**src/rtl/mbist_pkg.sv**
```systemverilog
// Shared types for the four-port memory self-test sequencer.
// Holds the element table (the algorithm program) and the data-pattern function.
package mbist_pkg;
    localparam int NPORT = 4;
    localparam int DW    = 18;
    localparam int AW    = 16;
    localparam int SW    = 6;
    localparam int EW    = 4;
    localparam int NELEM = 15;

    localparam logic [SW-1:0] CODE_IDLE = 6'd0;
    localparam logic [SW-1:0] CODE_HALT = 6'd31;
    localparam logic [SW-1:0] CODE_DONE = 6'd32;

    localparam logic [DW-1:0] WORD_ALT  = 18'h2AAAA;
    localparam logic [DW-1:0] WORD_ALTN = 18'h15555;

    typedef enum logic [2:0] {
        PAT_ZERO, PAT_ONES, PAT_ALT, PAT_ALTN, PAT_CHK, PAT_CHKN, PAT_UADR
    } pat_e;

    typedef struct packed {
        logic down;
        logic rd;
        pat_e rpat;
        logic wr;
        pat_e wpat;
    } elem_t;

    function automatic elem_t mk(logic dn, logic r, pat_e rp, logic w, pat_e wp);
        elem_t e;
        e.down = dn; e.rd = r; e.rpat = rp; e.wr = w; e.wpat = wp;
        return e;
    endfunction

    // Element program: moving inversion, march, checkerboard, unique address.
    function automatic elem_t elem_lookup(logic [EW-1:0] i);
        case (i)
            4'd0:    return mk(1'b0, 1'b0, PAT_ZERO, 1'b1, PAT_ZERO);
            4'd1:    return mk(1'b0, 1'b1, PAT_ZERO, 1'b1, PAT_ONES);
            4'd2:    return mk(1'b1, 1'b1, PAT_ONES, 1'b1, PAT_ZERO);
            4'd3:    return mk(1'b1, 1'b1, PAT_ZERO, 1'b0, PAT_ZERO);
            4'd4:    return mk(1'b0, 1'b0, PAT_ZERO, 1'b1, PAT_ALT);
            4'd5:    return mk(1'b0, 1'b1, PAT_ALT,  1'b1, PAT_ALTN);
            4'd6:    return mk(1'b1, 1'b1, PAT_ALTN, 1'b1, PAT_ALT);
            4'd7:    return mk(1'b0, 1'b1, PAT_ALT,  1'b0, PAT_ZERO);
            4'd8:    return mk(1'b0, 1'b0, PAT_ZERO, 1'b1, PAT_CHK);
            4'd9:    return mk(1'b0, 1'b1, PAT_CHK,  1'b0, PAT_ZERO);
            4'd10:   return mk(1'b0, 1'b0, PAT_ZERO, 1'b1, PAT_CHKN);
            4'd11:   return mk(1'b0, 1'b1, PAT_CHKN, 1'b0, PAT_ZERO);
            4'd12:   return mk(1'b0, 1'b0, PAT_ZERO, 1'b1, PAT_UADR);
            4'd13:   return mk(1'b0, 1'b1, PAT_UADR, 1'b0, PAT_ZERO);
            4'd14:   return mk(1'b1, 1'b1, PAT_UADR, 1'b0, PAT_ZERO);
            default: return mk(1'b0, 1'b0, PAT_ZERO, 1'b0, PAT_ZERO);
        endcase
    endfunction

    // Data word of a pattern at a given address.
    function automatic logic [DW-1:0] pat_word(pat_e p, logic [AW-1:0] a);
        case (p)
            PAT_ZERO: return '0;
            PAT_ONES: return '1;
            PAT_ALT:  return WORD_ALT;
            PAT_ALTN: return WORD_ALTN;
            PAT_CHK:  return a[0] ? WORD_ALT  : WORD_ALTN;
            PAT_CHKN: return a[0] ? WORD_ALTN : WORD_ALT;
            default:  return {a[1:0], a};
        endcase
    endfunction
endpackage

```
**src/rtl/mbist_addr_gen.sv**
```systemverilog
// Address sweeper: loads the first address of an element, then steps up or down.
// Assumes DEPTH fits in the address width and is at least 4.
module mbist_addr_gen #(
    parameter int AW    = 16,
    parameter int DEPTH = 16
) (
    input  logic          clk,
    input  logic          rst_n,
    input  logic          init,
    input  logic          init_down,
    input  logic          step,
    input  logic          down,
    output logic [AW-1:0] addr,
    output logic          at_end
);
    localparam logic [AW-1:0] TOP = AW'(DEPTH - 1);

    // Address register: load on element entry, step on advance.
    always_ff @(posedge clk) begin
        if (!rst_n)      addr <= '0;
        else if (init)   addr <= init_down ? TOP : '0;
        else if (step)   addr <= down ? addr - 1'b1 : addr + 1'b1;
    end

    // Last address of the sweep in the current direction.
    always_comb at_end = down ? (addr == '0) : (addr == TOP);

    assert_addr_in_range_R1: assert property (@(posedge clk) disable iff (!rst_n)
        addr <= TOP);
endmodule

```
**src/rtl/mbist_pattern.sv**
```systemverilog
// Pattern decode: expected read word and per-port write enables and data
// for the current element and address. Lane 0 owns all writes except the
// unique-address element, where lane addr[1:0] writes.
module mbist_pattern
    import mbist_pkg::*;
#(
    parameter int EWI = EW
) (
    input  logic                clk,
    input  logic                rst_n,
    input  logic [EWI-1:0]      elem,
    input  logic                wr_phase,
    input  logic                active,
    input  logic [AW-1:0]       addr,
    output logic [DW-1:0]       expect_word,
    output logic [NPORT-1:0]    we,
    output logic [NPORT*DW-1:0] wdata
);
    pat_e rp, wp;
    logic wr_ok;

    // Decode the element fields needed here.
    always_comb begin
        rp    = elem_lookup(elem).rpat;
        wp    = elem_lookup(elem).wpat;
        wr_ok = active && wr_phase && elem_lookup(elem).wr;
        expect_word = pat_word(rp, addr);
    end

    for (genvar p = 0; p < NPORT; p++) begin : g_lane
        // Write enable and data of lane p.
        always_comb begin
            wdata[p*DW +: DW] = pat_word(wp, addr);
            if (wp == PAT_UADR) we[p] = wr_ok && (addr[1:0] == 2'(p));
            else                we[p] = wr_ok && (p == 0);
        end
    end

    assert_single_writer_R2: assert property (@(posedge clk) disable iff (!rst_n)
        $onehot0(we));
endmodule

```
**src/rtl/mbist_compare.sv**
```systemverilog
// Lane comparator: XOR of every port's read word with the expected word.
// Assumes read data is valid in the cycle the address is presented.
module mbist_compare
    import mbist_pkg::*;
(
    input  logic                en,
    input  logic [DW-1:0]       expect_word,
    input  logic [NPORT*DW-1:0] rdata,
    output logic [NPORT*DW-1:0] mvec,
    output logic                any_fail
);
    for (genvar p = 0; p < NPORT; p++) begin : g_cmp
        // Per-bit mismatch of lane p, gated by the read strobe.
        always_comb mvec[p*DW +: DW] = en ? (rdata[p*DW +: DW] ^ expect_word) : '0;
    end

    // Any bit on any lane differs.
    always_comb any_fail = |mvec;
endmodule

```
**src/rtl/mbist_ctrl.sv**
```systemverilog
// Sequencer FSM: walks the element program, handles pass/fail and the
// debug replay (skip reported failures, capture one, halt on the next).
// Assumes start is a pulse and the compare result is valid in read cycles.
module mbist_ctrl
    import mbist_pkg::*;
#(
    parameter int FCW = 16
) (
    input  logic                clk,
    input  logic                rst_n,
    input  logic                start,
    input  logic [1:0]          mode,
    input  logic                any_fail,
    input  logic [NPORT*DW-1:0] mvec,
    input  logic [AW-1:0]       addr,
    input  logic                at_end,
    output logic [EW-1:0]       elem,
    output logic                wr_phase,
    output logic                active,
    output logic                rd_strobe,
    output logic                init,
    output logic                init_down,
    output logic                step,
    output logic                down,
    output logic [SW-1:0]       state_code,
    output logic                busy,
    output logic                done,
    output logic                pass,
    output logic                snap_valid,
    output logic [NPORT*DW-1:0] fail_vec,
    output logic [AW-1:0]       fail_addr,
    output logic [SW-1:0]       fail_state
);
    typedef enum logic [1:0] {S_IDLE, S_RUN, S_HALT, S_DONE} st_e;

    localparam logic [EW-1:0] LAST = EW'(NELEM - 1);

    st_e            st;
    logic [1:0]     mode_q;
    logic [FCW-1:0] seen_q, rep_q;
    logic           cap_q, pass_q;
    logic           start_ok, dbg, cur_rd, cur_wr, nxt_rd, halt_now, go_wr, advance, last;
    logic [EW-1:0]  elem_nx;

    // Step decisions for the current cycle.
    always_comb begin
        elem_nx   = elem + 1'b1;
        cur_rd    = elem_lookup(elem).rd;
        cur_wr    = elem_lookup(elem).wr;
        nxt_rd    = elem_lookup(elem_nx).rd;
        down      = elem_lookup(elem).down;
        dbg       = (mode_q == 2'b01);
        start_ok  = start && (st != S_RUN);
        active    = (st == S_RUN);
        rd_strobe = active && !wr_phase;
        halt_now  = rd_strobe && any_fail && dbg && cap_q;
        go_wr     = rd_strobe && cur_wr && !halt_now;
        advance   = active && !halt_now && (wr_phase || !cur_wr);
        last      = at_end && (elem == LAST);
        step      = advance && !at_end;
        init      = start_ok || (advance && at_end && !last);
        init_down = start_ok ? elem_lookup('0).down : elem_lookup(elem_nx).down;
    end

    // Main sequencer, result and debug-replay registers.
    always_ff @(posedge clk) begin
        if (!rst_n) begin
            st <= S_IDLE; elem <= '0; wr_phase <= 1'b0; mode_q <= 2'b00;
            seen_q <= '0; rep_q <= '0; cap_q <= 1'b0; pass_q <= 1'b1;
            fail_vec <= '0; fail_addr <= '0; fail_state <= '0;
        end else if (start_ok) begin
            st <= S_RUN; elem <= '0; wr_phase <= !elem_lookup('0).rd;
            mode_q <= mode; seen_q <= '0; cap_q <= 1'b0;
            if (mode != 2'b01) rep_q <= '0;
        end else if (active) begin
            if (rd_strobe && any_fail) pass_q <= 1'b0;
            if (halt_now) begin
                st <= S_HALT;
            end else begin
                if (rd_strobe && any_fail && dbg && !cap_q) begin
                    if (seen_q == rep_q) begin
                        cap_q      <= 1'b1;
                        rep_q      <= rep_q + 1'b1;
                        fail_vec   <= mvec;
                        fail_addr  <= addr;
                        fail_state <= SW'(1 + 2 * int'(elem));
                    end else begin
                        seen_q <= seen_q + 1'b1;
                    end
                end
                if (go_wr) begin
                    wr_phase <= 1'b1;
                end else if (advance) begin
                    if (last) begin
                        st <= S_DONE;
                    end else if (at_end) begin
                        elem <= elem_nx; wr_phase <= !nxt_rd;
                    end else begin
                        wr_phase <= !cur_rd;
                    end
                end
            end
        end
    end

    // Status decode.
    always_comb begin
        busy       = active;
        done       = (st == S_DONE);
        pass       = pass_q;
        snap_valid = cap_q && dbg;
        case (st)
            S_IDLE:  state_code = CODE_IDLE;
            S_HALT:  state_code = CODE_HALT;
            S_DONE:  state_code = CODE_DONE;
            default: state_code = SW'(1 + 2 * int'(elem) + int'(wr_phase));
        endcase
    end

    assert_done_frozen_R6: assert property (@(posedge clk) disable iff (!rst_n)
        (st == S_DONE && !start) |=> (st == S_DONE && $stable(pass_q)));
    assert_pass_sticky_R5: assert property (@(posedge clk) disable iff (!rst_n)
        !pass_q |=> !pass_q);
    assert_halt_has_snap_R9: assert property (@(posedge clk) disable iff (!rst_n)
        (st == S_HALT) |-> cap_q);
    assert_count_keeps_R10: assert property (@(posedge clk) disable iff (!rst_n)
        (st == S_RUN) |=> (rep_q >= $past(rep_q)));
endmodule

```
**src/rtl/mp_bist_top.sv**
```systemverilog
// Top of the four-port memory self-test sequencer. Connects the FSM,
// address sweeper, pattern decode and lane comparator.
// Assumes the memory returns read data in the same cycle as mem_addr.
module mp_bist_top
    import mbist_pkg::*;
#(
    parameter int DEPTH = 16,
    parameter int FCW   = 16
) (
    input  logic                clk,
    input  logic                rst_n,
    input  logic                start,
    input  logic [1:0]          mode,
    output logic [AW-1:0]       mem_addr,
    output logic [NPORT-1:0]    mem_we,
    output logic [NPORT*DW-1:0] mem_wdata,
    input  logic [NPORT*DW-1:0] mem_rdata,
    output logic                busy,
    output logic                done,
    output logic                pass,
    output logic [SW-1:0]       ctrl_state,
    output logic                snap_valid,
    output logic [NPORT*DW-1:0] fail_vec,
    output logic [AW-1:0]       fail_addr,
    output logic [SW-1:0]       fail_state
);
    logic [EW-1:0]       elem;
    logic                wr_phase, active, rd_strobe, init, init_down, step, down, at_end, any_fail;
    logic [DW-1:0]       expect_word;
    logic [NPORT*DW-1:0] mvec;

    mbist_ctrl #(.FCW(FCW)) u_ctrl (
        .clk(clk), .rst_n(rst_n), .start(start), .mode(mode),
        .any_fail(any_fail), .mvec(mvec), .addr(mem_addr), .at_end(at_end),
        .elem(elem), .wr_phase(wr_phase), .active(active), .rd_strobe(rd_strobe),
        .init(init), .init_down(init_down), .step(step), .down(down),
        .state_code(ctrl_state), .busy(busy), .done(done), .pass(pass),
        .snap_valid(snap_valid), .fail_vec(fail_vec), .fail_addr(fail_addr),
        .fail_state(fail_state)
    );

    mbist_addr_gen #(.AW(AW), .DEPTH(DEPTH)) u_addr (
        .clk(clk), .rst_n(rst_n), .init(init), .init_down(init_down),
        .step(step), .down(down), .addr(mem_addr), .at_end(at_end)
    );

    mbist_pattern u_pat (
        .clk(clk), .rst_n(rst_n), .elem(elem), .wr_phase(wr_phase), .active(active),
        .addr(mem_addr), .expect_word(expect_word), .we(mem_we), .wdata(mem_wdata)
    );

    mbist_compare u_cmp (
        .en(rd_strobe), .expect_word(expect_word), .rdata(mem_rdata),
        .mvec(mvec), .any_fail(any_fail)
    );

    // Ports 2..4 write only in the unique-address write element (code 26).
    assert_side_ports_ua_R2: assert property (@(posedge clk) disable iff (!rst_n)
        (|mem_we[NPORT-1:1]) |-> (ctrl_state == 6'd26));
    assert_idle_no_write_R11: assert property (@(posedge clk) disable iff (!rst_n)
        !busy |-> (mem_we == '0));
endmodule

```
**config.mk**
```make
export PLATFORM = sky130hd
export DESIGN_NAME = mp_bist_top
export DESIGN_NICKNAME = d
export VERILOG_FILES = /design/src/rtl/mbist_pkg.sv /design/src/rtl/mbist_addr_gen.sv /design/src/rtl/mbist_pattern.sv /design/src/rtl/mbist_compare.sv /design/src/rtl/mbist_ctrl.sv /design/src/rtl/mp_bist_top.sv
export SDC_FILE = /design/constraint.sdc
export NUM_CORES = 1
export LEC_CHECK = 0
export BUFFER_PORTS_ARGS = -buffer_cell sky130_fd_sc_hd__buf_2
export CORE_MARGIN = 4
export CORE_UTILIZATION = 30
export DETAILED_ROUTE_END_ITERATION = 12
export GPL_TIMING_DRIVEN = 0
export PLACE_DENSITY = 0.58
export SLEW_MARGIN = 15
export SYNTH_ARGS = -nofsm -noshare
export SYNTH_HDL_FRONTEND = slang
export SYNTH_HIERARCHICAL = 1
export SYNTH_SLANG_ARGS = --single-unit
export TNS_END_PERCENT = 10
```
**constraint.sdc**
```tcl
create_clock -name clk -period 13.39 [get_ports clk]
set_clock_uncertainty 0.05 [all_clocks]
set_input_delay 1.339 -clock clk [delete_from_list [all_inputs] [get_ports clk]]
set_output_delay 1.339 -clock clk [all_outputs]
set_load 0.02 [all_outputs]
```
# == Word level (Yosys, flattened, before mapping) ==
# Memory sizes are Yosys's and may differ from the RTL's. A register that Yosys moved wholly into a read port is not among the register bits.
# Index checks and enable logic that the tools add are counted.
# word_totals
regBits,153
romBits,1152
in_bits,77
output_inout_bits,196
word_cells,172
memories,8
# mem_list
memory,words,word_bits,read_ports,rd_ports_with_merged_regs,wr,line_no,text
(name not given),16,9,1,1,0,mbist_pkg.sv:38,case (i)
(name not given),16,9,1,1,0,mbist_pkg.sv:38,
(name not given),16,9,1,0,0,mbist_pkg.sv:38,
(name not given),16,9,1,1,0,mbist_pkg.sv:38,
(name not given),16,9,1,0,0,mbist_pkg.sv:38,
(name not given),16,9,1,1,0,mbist_pkg.sv:38,
2 more memories,-,-,-,-,-,-,
# classes
n_addsub,7
eq_ne,28
n_mux,50
bitwise,10
reduce_logical,56
# ops
operator,count
$pmux W18 S6,2
$mux W16,9
$mux W18,6
$reduce_or A72 Y1,1
$xor A18 B18 Y18,4
$mux W4,13
$add A16 B1 Y16 const B,3
$logic_and A1 B1 Y1,21
$reduce_and A4 Y1,5
$pmux W6 S3,1
$eq A16 B16 Y1,1
$eq A16 B4 Y1 const B,1
$logic_not A16 Y1,1
$sub A16 B1 Y16 const B,1
$eq A3 B3 Y1 const B,5
$mux W1,15
$eq A3 B2 Y1 const B,4
$reduce_bool A2 Y1,6
$reduce_and A5 Y1,2
$reduce_bool A3 Y1,3
$eq A2 B2 Y1 const B,4
$logic_not A1 Y1,8
$mux W2,4
$ne A2 B1 Y1 const B,4
15 further kinds,27

# == Logic depth before layout (Yosys ltp) ==
# Gate-level depths: netlist of the first run.
# depth
depth_word,16
mapped_depth,26
mapped_depth_nobuf,21

# == Modules after synthesis ==
# The synthesis of the first run kept the hierarchy.
# by_module_without_submodules
module,n_inst,cells_each,area_each_um2,seq_area_each_um2
mbist_ctrl,1,791,6503.7,2782.7
mbist_addr_gen,1,180,1428.9,320.3
mbist_compare,1,197,1386.3,0.0
mbist_pattern,1,160,1068.5,0.0

# == Least setup slack after synthesis of the first run ==
# OpenSTA, ideal clock, no wires.
# synth_timing
path_type,flip-flop to flip-flop
start,register u_ctrl.elem[0]
end,register u_addr.addr[15]
setup_time_ns,0.063
t_arrival_ns,4.713
t_required_ns,13.277
setup_slack_ns,8.564
stages_incl_launch_ff,25
n_path_buf,4
synth_period_minus_slack_ns,4.826
path_cell_list,dfxtp_1 > inv_1 > ha_1 > nor2b_1 > o32ai_2 > mux2i_2 > a21o_1 > clkbuf_1 > xor2_1 > nor4_1 > nand4_1 > nor4_1 > a21boi_1 > nand2b_1 > or2_1 > clkbuf_1 > and2_1 > clkbuf_1 > or2_1 > nand2b_1 > buf_2 > or4_1 > a21oi_1 > a31oi_1 > nand3_1
# synth_between
elab_chain_cells,6
word_cells_on_any_way,7
cone_classes,eq/ne: 1; mux: 1; reduce/logical: 5
# synth_rtl
item,line_no,text
from (decl),mbist_ctrl.sv:17,"output logic [EW-1:0] elem,"
from (signal assigned),mbist_ctrl.sv:97,elem <= elem_nx; wr_phase <= !nxt_rd;
$eq A4 B4 Y1 (*),mbist_ctrl.sv:59,last = at_end && (elem == LAST);
$logic_and A1 B1 Y1 (*),mbist_ctrl.sv:59,
$logic_not A1 Y1 (*),mbist_ctrl.sv:61,init = start_ok || (advance && at_end && !last);
$logic_and A1 B1 Y1 (*),mbist_ctrl.sv:61,
$logic_or A1 B1 Y1 (*),mbist_ctrl.sv:61,
net init,mp_bist_top.sv:28,"logic wr_phase, active, rd_strobe, init, init_down, step, down, at_end, any_fail;"
$mux W16 or $reduce_bool A2 Y1 (tied branches),-,
to (signal assigned),mbist_addr_gen.sv:21,else if (init) addr <= init_down ? TOP : '0;
to (signal assigned),mbist_addr_gen.sv:22,else if (step) addr <= down ? addr - 1'b1 : addr + 1'b1;
to (decl),mbist_addr_gen.sv:13,"output logic [AW-1:0] addr,"
# Mark *: on every way through the listed nets, which the timed path passes. The rest lies on a longest branch.
# A chain may end at the register's enable or synchronous reset.

# == Worst setup path after layout of the first run ==
# Same ends and word-level chain as after synthesis.

==> results of run 1 <==
state kept, by name (all words and copies together) (netlist names), 2 cells and up:
signal             cells
u_addr/addr           16
u_ctrl/elem            4
u_ctrl/fail_addr      16
u_ctrl/fail_state      5
u_ctrl/fail_vec       72
u_ctrl/mode_q          2
u_ctrl/rep_q          16
u_ctrl/seen_q         16
u_ctrl/st              2
cell families (layout without fill, tap and decap cells):
logic type / Yosys count / after routing / share of synthesized area [%]
adder cells (fa/ha/maj): 31 / 31 / 3.81
buffers and inverters: 184 / 486 / 9.54
other: 1 / 3 / 0.0361
XOR/XNOR: 105 / 105 / 8.85
flip-flops: 155 / 155 / 29.9
AO/OA/AOI/OAI: 376 / 376 / 21.9
multiplexers: 13 / 13 / 1.29
AND/OR/NAND/NOR: 463 / 463 / 24.7
cell type report:
cell class | instances | share of cell area (%)
antenna | 2 | 0.0390
clock buffer | 18 | 3.34
multi-input combinational | 989 | 49.0
inverter | 25 | 0.731
timing repair buffer | 271 | 10.6
buffer | 159 | 6.98
tap | 448 | 4.36
clock inverter | 13 | 0.818
sequential | 155 | 24.2
per-stage QoR:
step	hold slack, ns	instances	util, %	area [um2]	power (mW)
global placement	0.381	2047	36.3	12300	0.563
finish	0.398	2080	37.9	12800	1.01
CTS	0.398	2078	37.9	12800	1.02
floorplan	0.389	1328	-	10400	0.524
detailed placement	0.387	2047	36.3	12300	0.563
global route	0.426	2079	37.9	12800	1.04
worst max-delay path: stages (launching register included):
cell and delay, ns:
dfxtp_1 0.79, inv_1 0.20, ha_1 0.38, nor2b_1 0.08
o32ai_2 0.31, mux2i_2 0.46, a21o_1 0.13, clkbuf_1 0.47
xor2_1 0.17, nor4_1 0.55, nand4_1 0.15, nor3_1 0.25
a21boi_1 0.20, nand2b_1 0.13, or2_1 0.10, clkbuf_1 0.22
and2_1 0.16, clkbuf_1 0.29, or2_1 0.26, nand2b_1 0.12
buf_2 0.24, or4_1 0.17, a21oi_1 0.07, a31oi_1 0.15
nand3_1 0.09
metal layers:
layer | up-vias | GRT usage, %
met5 | - | 0
met4 | 6 | 5.76
met3 | 51 | 5.61
met2 | 496 | 32.6
met1 | 5189 | 28.7
li1 | 5292 | -
worst max-delay path by stage:
stage	from	end	slack (ns)	depth (start not counted)
2_1_floorplan	u_ctrl/elem[0]	u_addr/addr[15]	8.56	24
3_3_place_gp	u_ctrl/elem[0]	u_addr/addr[15]	7.23	24
3_5_place_dp	u_ctrl/elem[0]	u_addr/addr[15]	7.09	24
4_1_cts	u_ctrl/elem[0]	u_addr/addr[15]	7.09	24
5_1_grt	u_ctrl/elem[0]	u_addr/addr[15]	6.53	23
6_report	u_ctrl/elem[0]	u_addr/addr[15]	7.06	24
cells in the final DEF (no fill, tap or decap), drive strengths merged, types with 15 or more instances in the layout:
cell,n
a21oi,137
a31oi,15
and2,82
and3,16
buf,379
clkbuf,69
dfxtp,155
ha,30
inv,32
nand2,67
nand2b,19
nand3,130
nand4,21
nor2,36
nor4,27
o21ai,123
xor2,93
power groups by stage:
stage,Clock [mW],Sequential (mW),Combinational [mW]
6_report,0.456,0.468,0.0868
5_1_grt,0.482,0.468,0.0933
4_1_cts,0.464,0.468,0.0853
3_5_place_dp,0,0.478,0.0848
3_3_place_gp,0,0.478,0.0844
2_1_floorplan,0,0.478,0.0461
==> flow_summary.toml, run 1 <==
[sta]
slew_headroom_pct = 19.9
fin_crit_ns = 6.33
setup_tns_ns = 0
fmax_mhz = 158
slew_viol_final = 0
finalCritPeriodShare_pct = 47.3
rsz0062_at_grt = "false"
hold_viol_final = 0
worstMarginPinSlew_ns = 1.20
setup_viol = 0
setup_slack_ns = 7.06

[synthesis]
synth.distinct_cells = 78
async_reset_ff_share_pct = 0
synth.yosys.seq_area_share_pct = 29.9
ys_ff_latch = 155
netlist.area_leader.share_pct = 29.9
yosysTopAreaCell = "dfxtp_1"
synth.area.top_cells = "dfxtp_1 (30%), xor2_1 (7.8%), a21oi_1 (6.3%)"
syn-cell-area_mm2 = 0.0104
synth_most_common_cell = "dfxtp_1"
synthTopCellsByCount = "dfxtp_1 (155), a21oi_1 (131), nand3_1 (130)"
syn_avg_cell_area_um2 = 7.82
synth-edff-count = 0
syn-instance-count = 1328
synth_nets = 1436
ys.flop_type = "dfxtp_1"
yosys_warnings = 6

[final_layout]
multiInputGateArea_mm2 = 0.00629
drive_gt1_share_pct = 26.1
seqCellArea_mm2 = 0.00310
fill_cells = 3624
nets = 1726
areaGrowthSynthToFinish_pct = 23.6

[power]
switching_share_pct = 27.4
seq_power_share_pct = 46.3
p_int_uw = 734
p_comb_share_pct = 8.6
p_sw_uw = 277
p_leak_nw = 5.85
cellPowerDensity_mw_per_mm2 = 78.7
pwr-share-clk_pct = 45.1
worst_ir_drop_vdd_v = 0.0000878

[worst_setup_path]
critPathCaptureType = "flop"
crit-reg2reg-launch = "u_ctrl/elem[0]"
critPathArrivalTime_ns = 6.60
rr_worst_depth = 24
reg2reg_to = "u_addr/addr[15]"
critical_path_class = "flop to flop"
required_ns = 13.66
r2r_slack_ns = 7.06
cp-start-kind = "flop"
critical_path_peak_fanout = 18

[outcome]
status = "finished, final reports clean"

[clock_tree]
ctsHoldBuffers = 0
cts_buffer_depth = 2
htreeDepth = 4
cts_buffers = 17
clkSlewWorstSetupHoldPaths_ns = 0.07
cts_tree = "built"
post_cts_buffers = 0
cts_root_buf = "clkbuf_16"
cts_sinks = 155
clkLatencyLatePin_ns = 0.43
post_cts_resized = 0

[die]
ios = 273
start_util_pct = 30.7
die_x_um = 194
die_h_um = 194
rows = 67
core_area_mm2 = 0.0339
die_area_mm2 = 0.0377

[global_routing]
grt_pass1_wl_um = 62800
grt_antenna_before_repair = 5
grt_pass1_vias = 10400
gr-total-overflow = 0
grt_usage_pct = 20.9
grt_max_degree = 21

[route]
maxUsedRoutingLayer = "met5"
dr_wl_met2_um = 18600
antenna_left = 0
post_drt_wl_per_cell_um = 19.9
drtIter0Drc = 994
avgViaCountPerCell = 5.30
firstDrtPassIters = 5
finalWirelength_um = 41400
vias = 11000
wl_met1_um = 18000
met3_length_um = 3760
drc = 0

[worst_hold_path]
hold_depth = 2
hold_path.class = "flop to flop"
holdPathEnd = "u_ctrl/pass"
holdCritStartpoint = "u_ctrl/pass"

[place]
dp_hpwl_um = 32200
post-place-ws_ns = 7.09
io_buffers = 271
place_congestion = 0.917

[run]
cap_viol_max_count = 0
No activity file was read; power rests on OpenSTA's default activity.
==> run 2, diff against run 1 <==
--- a/config.mk
+++ b/config.mk
@@ -5,12 +5,13 @@
 export SDC_FILE = /design/constraint.sdc
 export NUM_CORES = 1
 export LEC_CHECK = 0
+export ABC_AREA = 1
 export BUFFER_PORTS_ARGS = -buffer_cell sky130_fd_sc_hd__buf_2
 export CORE_MARGIN = 4
 export CORE_UTILIZATION = 30
 export DETAILED_ROUTE_END_ITERATION = 12
 export GPL_TIMING_DRIVEN = 0
-export PLACE_DENSITY = 0.58
+export PLACE_DENSITY = 0.6
 export SLEW_MARGIN = 15
 export SYNTH_ARGS = -nofsm -noshare
 export SYNTH_HDL_FRONTEND = slang
==> constraint.sdc (replaced) <==
create_clock -name clk -period 5.45 [get_ports clk]
set_clock_uncertainty 0.05 [all_clocks]
set_input_delay 0.545 -clock clk [delete_from_list [all_inputs] [get_ports clk]]
set_output_delay 0.545 -clock clk [all_outputs]
set_load 0.02 [all_outputs]
==> flow_summary.toml, run 2 <==
[sta]
slew_headroom_pct = 45.6
setup_tns_ns = 0
fmax_mhz = 205
slew_viol_final = 0
hold_viol_final = 0
finalCritPeriodShare_pct = 89.4
fin_hold_ws_ns = 0.374
setup_viol = 0
rsz0062_at_grt = "false"
fin_crit_ns = 4.87
worstMarginPinSlew_ns = 0.815

[route]
wl_met1_um = 17700
avgViaCountPerCell = 4.63
drc = 0
met3_length_um = 2510
drtIter0Drc = 822
post_drt_wl_per_cell_um = 15.5
firstDrtPassIters = 8
vias = 11600
maxUsedRoutingLayer = "met4"
finalWirelength_um = 38600
antenna_left = 0
dr_wl_met2_um = 17300

[clock_tree]
ctsHoldBuffers = 0
clkSlewWorstSetupHoldPaths_ns = 0.07
cts_root_buf = "clkbuf_16"
htreeDepth = 4
post_cts_buffers = 0
clkLatencyLatePin_ns = 0.44
cts_sinks = 155
cts_buffer_depth = 2
post_cts_resized = 0
cts_buffers = 17
cts_tree = "built"

[global_routing]
grt_max_degree = 19
grt_pass1_vias = 10700
grt_pass1_wl_um = 58700
gr-total-overflow = 0
grt_usage_pct = 19.1
grt_antenna_before_repair = 0

[die]
ios = 273
start_util_pct = 30.5
die_area_mm2 = 0.0393
core_area_mm2 = 0.0357
rows = 69
die_x_um = 198
die_h_um = 198

[synthesis]
synth-edff-count = 0
yosysTopAreaCell = "dfxtp_1"
synth.area.top_cells = "dfxtp_1 (29%), nand2_1 (16%), inv_1 (7.6%)"
ys_ff_latch = 155
synthTopCellsByCount = "nand2_1 (464), inv_1 (221), nor2_1 (210)"
synth_most_common_cell = "nand2_1"
muxShareOfSynthArea_pct = 0
synth_fa_ha_area_share_pct = 3.64
syn-instance-count = 1733
yosys_warnings = 6
netlist.area_leader.share_pct = 28.5
ys.flop_type = "dfxtp_1"
synth.distinct_cells = 46
synth.yosys.seq_area_share_pct = 28.5
synth_top_family_by_area = "simple AND/OR/NAND/NOR gates"
synth_compound_area_share_pct = 13.2
synth_xor_area_share_pct = 2.09
async_reset_ff_share_pct = 0
syn_avg_cell_area_um2 = 6.27
syn-cell-area_mm2 = 0.0109
synthSimpleGateAreaFrac_pct = 35.9
synth_nets = 1841

[worst_hold_path]
hold_path.class = "input pin to flop"

[power]
p_int_mw = 2.03
p_leak_nw = 6.74
p_sw_uw = 709
seq_power_share_pct = 42.7
cellPowerDensity_mw_per_mm2 = 204
p_comb_share_pct = 12.2
pwr-share-clk_pct = 45.0
switching_share_pct = 25.9
worst_ir_drop_vdd_v = 0.000183

[place]
place_congestion = 0.909
dpl_cell_area_mm2 = 0.0128
io_buffers = 271
dp_hpwl_um = 30800

[final_layout]
fin_util_pct = 37.6
largest_register_ffs = 72
diodes = 0
areaGrowthSynthToFinish_pct = 23.4
stdcell_area_mm2 = 0.0134
top_register = "u_ctrl/fail_vec"
drive_gt1_share_pct = 24.5
nets = 2131
final_cell_mix = "nand2_1 (464), buf_2 (282), inv_1 (221)"
final_common_cell = "nand2_1"
fill_cells = 3855

[outcome]
status = "finished, final reports clean"

[worst_setup_path]
critPathCaptureType = "flop"
max_stage_delay_ns = 0.63
crit_buf_inv = 5
cpMostUsedCell = "nand2_1"
critPathArrivalTime_ns = 5.19
cp-start-kind = "flop"
critical_path_peak_fanout = 12
critical_path_class = "flop to flop"
crit_path_top_delay_cell = "dfxtp_1"
required_ns = 5.77
crit_family = "simple AND/OR/NAND/NOR gates"

[run]
cap_viol_max_count = 0
[run 2: cell types whose count changed after synthesis, sizes merged, moves of 16 or more]
cell	delta
and3	-16
and2	-81
nor4	-23
inv	+209
nor2	+184
or2	+28
xor2	-70
nand2b	-19
nand3	-22
clkbuf	-26
nand2	+416
[run 2: cell type report]
class | instances | area, um2 | area share [%]
buffer | 126 | 925 | 6.89
clock buffer | 23 | 488 | 3.64
clock inverter | 7 | 114 | 0.849
inverter | 234 | 880 | 6.56
multi-input combinational | 1218 | 5970 | 44.5
sequential | 155 | 3100 | 23.1
tap | 461 | 577 | 4.30
timing repair buffer | 271 | 1360 | 10.1
[run 2: power groups by stage]
stage          clock [mW]  combinational (mW)  sequential [mW]
2_1_floorplan           0               0.188             1.21
3_3_place_gp            0               0.329             1.20
3_5_place_dp            0               0.331             1.20
4_1_cts              1.26               0.333             1.17
5_1_grt              1.31               0.372             1.17
6_report             1.23               0.335             1.17
[run 2: worst reg2reg max path, delay by kind of cell, from the launching register on]
family	cells	cell delay [ns]
flip-flops	1	0.63
AO/OA/AOI/OAI	2	0.44
AND/OR/NAND/NOR	19	2.46
buffers and inverters	5	0.66
adder cells (fa/ha/maj)	2	0.59
[run 2: per-layer routing]
metal	track usage, %	up-vias
met5	0	-
met4	6.63	0
met3	3.28	51
met2	31.3	380
met1	25.5	5171
li1	-	5950
[run 2: worst paths after layout]
kind | from | slack, ns | depth (start not counted) | to
worst min register to register | u_ctrl/fail_vec[67] | 0.39 | 2 | u_ctrl/fail_vec[67]
worst min-delay path | mode[0] | 0.37 | 3 | u_ctrl/mode_q[0]
worst max register to register | u_ctrl/elem[0] | 0.58 | 28 | u_ctrl/cur_rd
worst max-delay path | u_ctrl/elem[0] | 0.58 | 28 | u_ctrl/cur_rd
[run 2: metrics by stage]
| stage | instances | setup WS, ns | power, mW |
|---|---|---|---|
| 5_1_grt | 2495 | 0.0892 | 2.85 |
| 3_5_place_dp | 2465 | 0.533 | 1.53 |
| 3_3_place_gp | 2465 | 0.555 | 1.53 |
| 4_1_cts | 2495 | 0.488 | 2.77 |
| 6_report | 2495 | 0.578 | 2.74 |
| 2_1_floorplan | 1733 | 1.67 | 1.40 |
[run 2: cell families after synthesis]
group	after synthesis
fa+ha+maj	31
other cells	1
compound gates	277
flops	155
buf+inv	360
simple gates	883
xor+xnor	26
==> run 3, diff against run 2 <==
--- a/config.mk
+++ b/config.mk
@@ -15,6 +15,5 @@
 export SLEW_MARGIN = 15
 export SYNTH_ARGS = -nofsm -noshare
 export SYNTH_HDL_FRONTEND = slang
-export SYNTH_HIERARCHICAL = 1
 export SYNTH_SLANG_ARGS = --single-unit
 export TNS_END_PERCENT = 10
==> flow_summary.toml, run 3 <==
[route]
firstDrtPassIters = 7
drtIter0Drc = 1054
antenna_left = 0
finalWirelength_um = 41500
drc = 0
post_drt_wl_per_cell_um = 18.7
avgViaCountPerCell = 5.03
vias = 11200

[place]
place_congestion = 0.944
dp_cells = 2185
dp_hpwl_um = 33000
post-place-ws_ns = 1.46
io_buffers = 271

[worst_setup_path]
critPathCaptureType = "flop"
cpMostUsedCell = "nand2_1"
cp-start-kind = "flop"
crit_buf_inv = 4
max_stage_delay_ns = 0.40
critPathArrivalTime_ns = 4.30
crit_path_cell_trace = "buf_6 -> inv_4 -> nand2_1 -> nand2_1 -> nand3_2 -> buf_2 -> nand3_1 -> nand3_1 -> nand2_1 -> nor2_1 -> nand2_1 -> nor2_1 -> nand3_2 -> o21ai_2 -> nand4_4 -> nand2_1 -> nand2_1 -> nor2_1 -> inv_1 -> ha_1 -> nand4_1 -> nand3_1 -> nand2_1"
critical_path_peak_fanout = 10
crit_path_top_delay_cell = "dfxtp_1"
required_ns = 5.73
critical_path_class = "flop to flop"
crit_family = "simple AND/OR/NAND/NOR gates"

[clock_tree]
cts_tree = "built"
clkLatencyLatePin_ns = 0.45
cts_root_buf = "clkbuf_16"
cts_buffer_depth = 2
post_cts_resized = 0
post_cts_buffers = 0
cts_buffers = 17
htreeDepth = 4
clkSlewWorstSetupHoldPaths_ns = 0.07
ctsHoldBuffers = 0
cts_sinks = 161

[global_routing]
grt_pass1_wl_um = 61600
grt_max_degree = 19
grt_usage_pct = 22.0
gr-total-overflow = 0
grt_antenna_before_repair = 1
grt_pass1_vias = 10200

[sta]
setup_tns_ns = 0
hold_viol_final = 0
finalCritPeriodShare_pct = 73.8
worstMarginPinSlew_ns = 1.15
fin_hold_ws_ns = 0.344
fmax_mhz = 249
setup_viol = 0
fin_crit_ns = 4.02
setup_slack_ns = 1.43
slew_headroom_pct = 22.7
slew_viol_final = 0
rsz0062_at_grt = "false"

[synthesis]
synth.area.top_cells = "dfxtp_1 (32%), nand2_1 (9.6%), nand3_1 (8.2%)"
ys_ff_latch = 161
synthTopCellsByCount = "nand2_1 (254), nand3_1 (163), a21oi_1 (162)"
synthSimpleGateAreaFrac_pct = 29.3
synth_nets = 1576
muxShareOfSynthArea_pct = 0
ys.flop_type = "dfxtp_1"
netlist.area_leader.share_pct = 32.3
synth-edff-count = 0
synth_top_family_by_area = "simple AND/OR/NAND/NOR gates"
synth_xor_area_share_pct = 3.69
synth_fa_ha_area_share_pct = 3.46
synth_most_common_cell = "nand2_1"
syn_avg_cell_area_um2 = 6.77
async_reset_ff_share_pct = 0
yosys_warnings = 0
syn-cell-area_mm2 = 0.00997
syn-instance-count = 1472
synth_compound_area_share_pct = 17.1
synth.distinct_cells = 47
synth.yosys.seq_area_share_pct = 32.3
yosysTopAreaCell = "dfxtp_1"

[die]
die_h_um = 190
die_area_mm2 = 0.0362
die_x_um = 190
core_area_mm2 = 0.0326
ios = 273
start_util_pct = 30.6
rows = 66

[power]
p_int_mw = 2.03
worst_ir_drop_vdd_v = 0.000223
switching_share_pct = 32.0
cellPowerDensity_mw_per_mm2 = 240
p_sw_uw = 954
seq_power_share_pct = 42.9
pwr-share-clk_pct = 39.8
p_leak_nw = 6.30
p_comb_share_pct = 17.3

[final_layout]
final_common_cell = "buf_2"
nets = 1866
largest_register_ffs = 72
stdcell_count = 2218
top_register = "u_ctrl.fail_vec"
areaGrowthSynthToFinish_pct = 24.8
final_cell_mix = "buf_2 (292), nand2_1 (254), nand3_1 (163)"
drive_gt1_share_pct = 24.7

[run]
cap_viol_max_count = 0

[worst_hold_path]
hold_path.class = "input pin to flop"

[outcome]
status = "finished, final reports clean"
==> run 3: through the flow <==
step | instance area [um2] | utilization (%) | total power [mW]
floorplan | 9970 | - | 1.60
global placement | 11900 | 36.4 | 1.81
detailed placement | 11900 | 36.4 | 1.81
CTS | 12400 | 38.1 | 3.00
global route | 12400 | 38.1 | 3.10
finish | 12400 | 38.1 | 2.98
==> run 3: layer usage <==
| layer | vias to the layer above | wire length [um] | GRT usage, % |
|---|---|---|---|
| li1 | 5461 | - | - |
| met1 | 5159 | 18300 | 30.0 |
| met2 | 471 | 19000 | 35.4 |
| met3 | 59 | 3150 | 4.38 |
| met4 | 0 | 1050 | 6.41 |
| met5 | - | 0 | 0 |
==> run 3: cells by family (layout without fill, tap and decap cells) <==
family,Yosys count,in the layout
adders and majority gates,27,27
AOI/OAI and AO/OA,327,327
buffers and inverters,291,594
other,1,2
DFF,161,161
xor gates and xnor gates,42,42
and+or+nand+nor,623,623
==> run 3: worst paths after layout <==
| kind | end | cells past startpoint | slack [ns] | startpoint |
|---|---|---|---|---|
| worst max-delay path | u_ctrl.cur_rd | 23 | 1.43 | u_addr.addr[0] |
| worst min-delay path | u_ctrl.st[0] | 3 | 0.34 | start |
| worst max register to register | u_ctrl.cur_rd | 23 | 1.43 | u_addr.addr[0] |
| worst min register to register | u_ctrl.pass | 2 | 0.40 | u_ctrl.pass |
==> run 3: final cells by class <==
type / count / area [um2]
tap: 442 / 553
buffer: 123 / 773
clock buffer: 19 / 433
inverter: 168 / 634
fill: 3510 / 20200
clock inverter: 13 / 130
antenna: 1 / 2.50
timing repair buffer: 271 / 1360
sequential: 161 / 3220
multi-input combinational: 1020 / 5340
==> run 3: power by group through the flow <==
stage | Combinational [mW] | Sequential [mW] | Clock, mW
floorplan | 0.240 | 1.36 | 0
global placement | 0.505 | 1.30 | 0
detailed placement | 0.509 | 1.30 | 0
CTS | 0.511 | 1.28 | 1.21
global route | 0.560 | 1.28 | 1.26
finish | 0.515 | 1.28 | 1.19
==> run 3: worst register-to-register path: stages (launching register included) <==
cell     delay [ns]
dfxtp_1        0.40
buf_6          0.17
inv_4          0.08
nand2_1        0.06
nand2_1        0.06
nand3_2        0.15
buf_2          0.27
nand3_1        0.10
nand3_1        0.21
nand2_1        0.09
nor2_1         0.17
nand2_1        0.07
nor2_1         0.14
nand3_2        0.18
o21ai_2        0.24
nand4_4        0.19
nand2_1        0.11
nand2_1        0.06
nor2_1         0.38
inv_1          0.13
ha_1           0.32
nand4_1        0.09
nand3_1        0.13
nand2_1        0.06
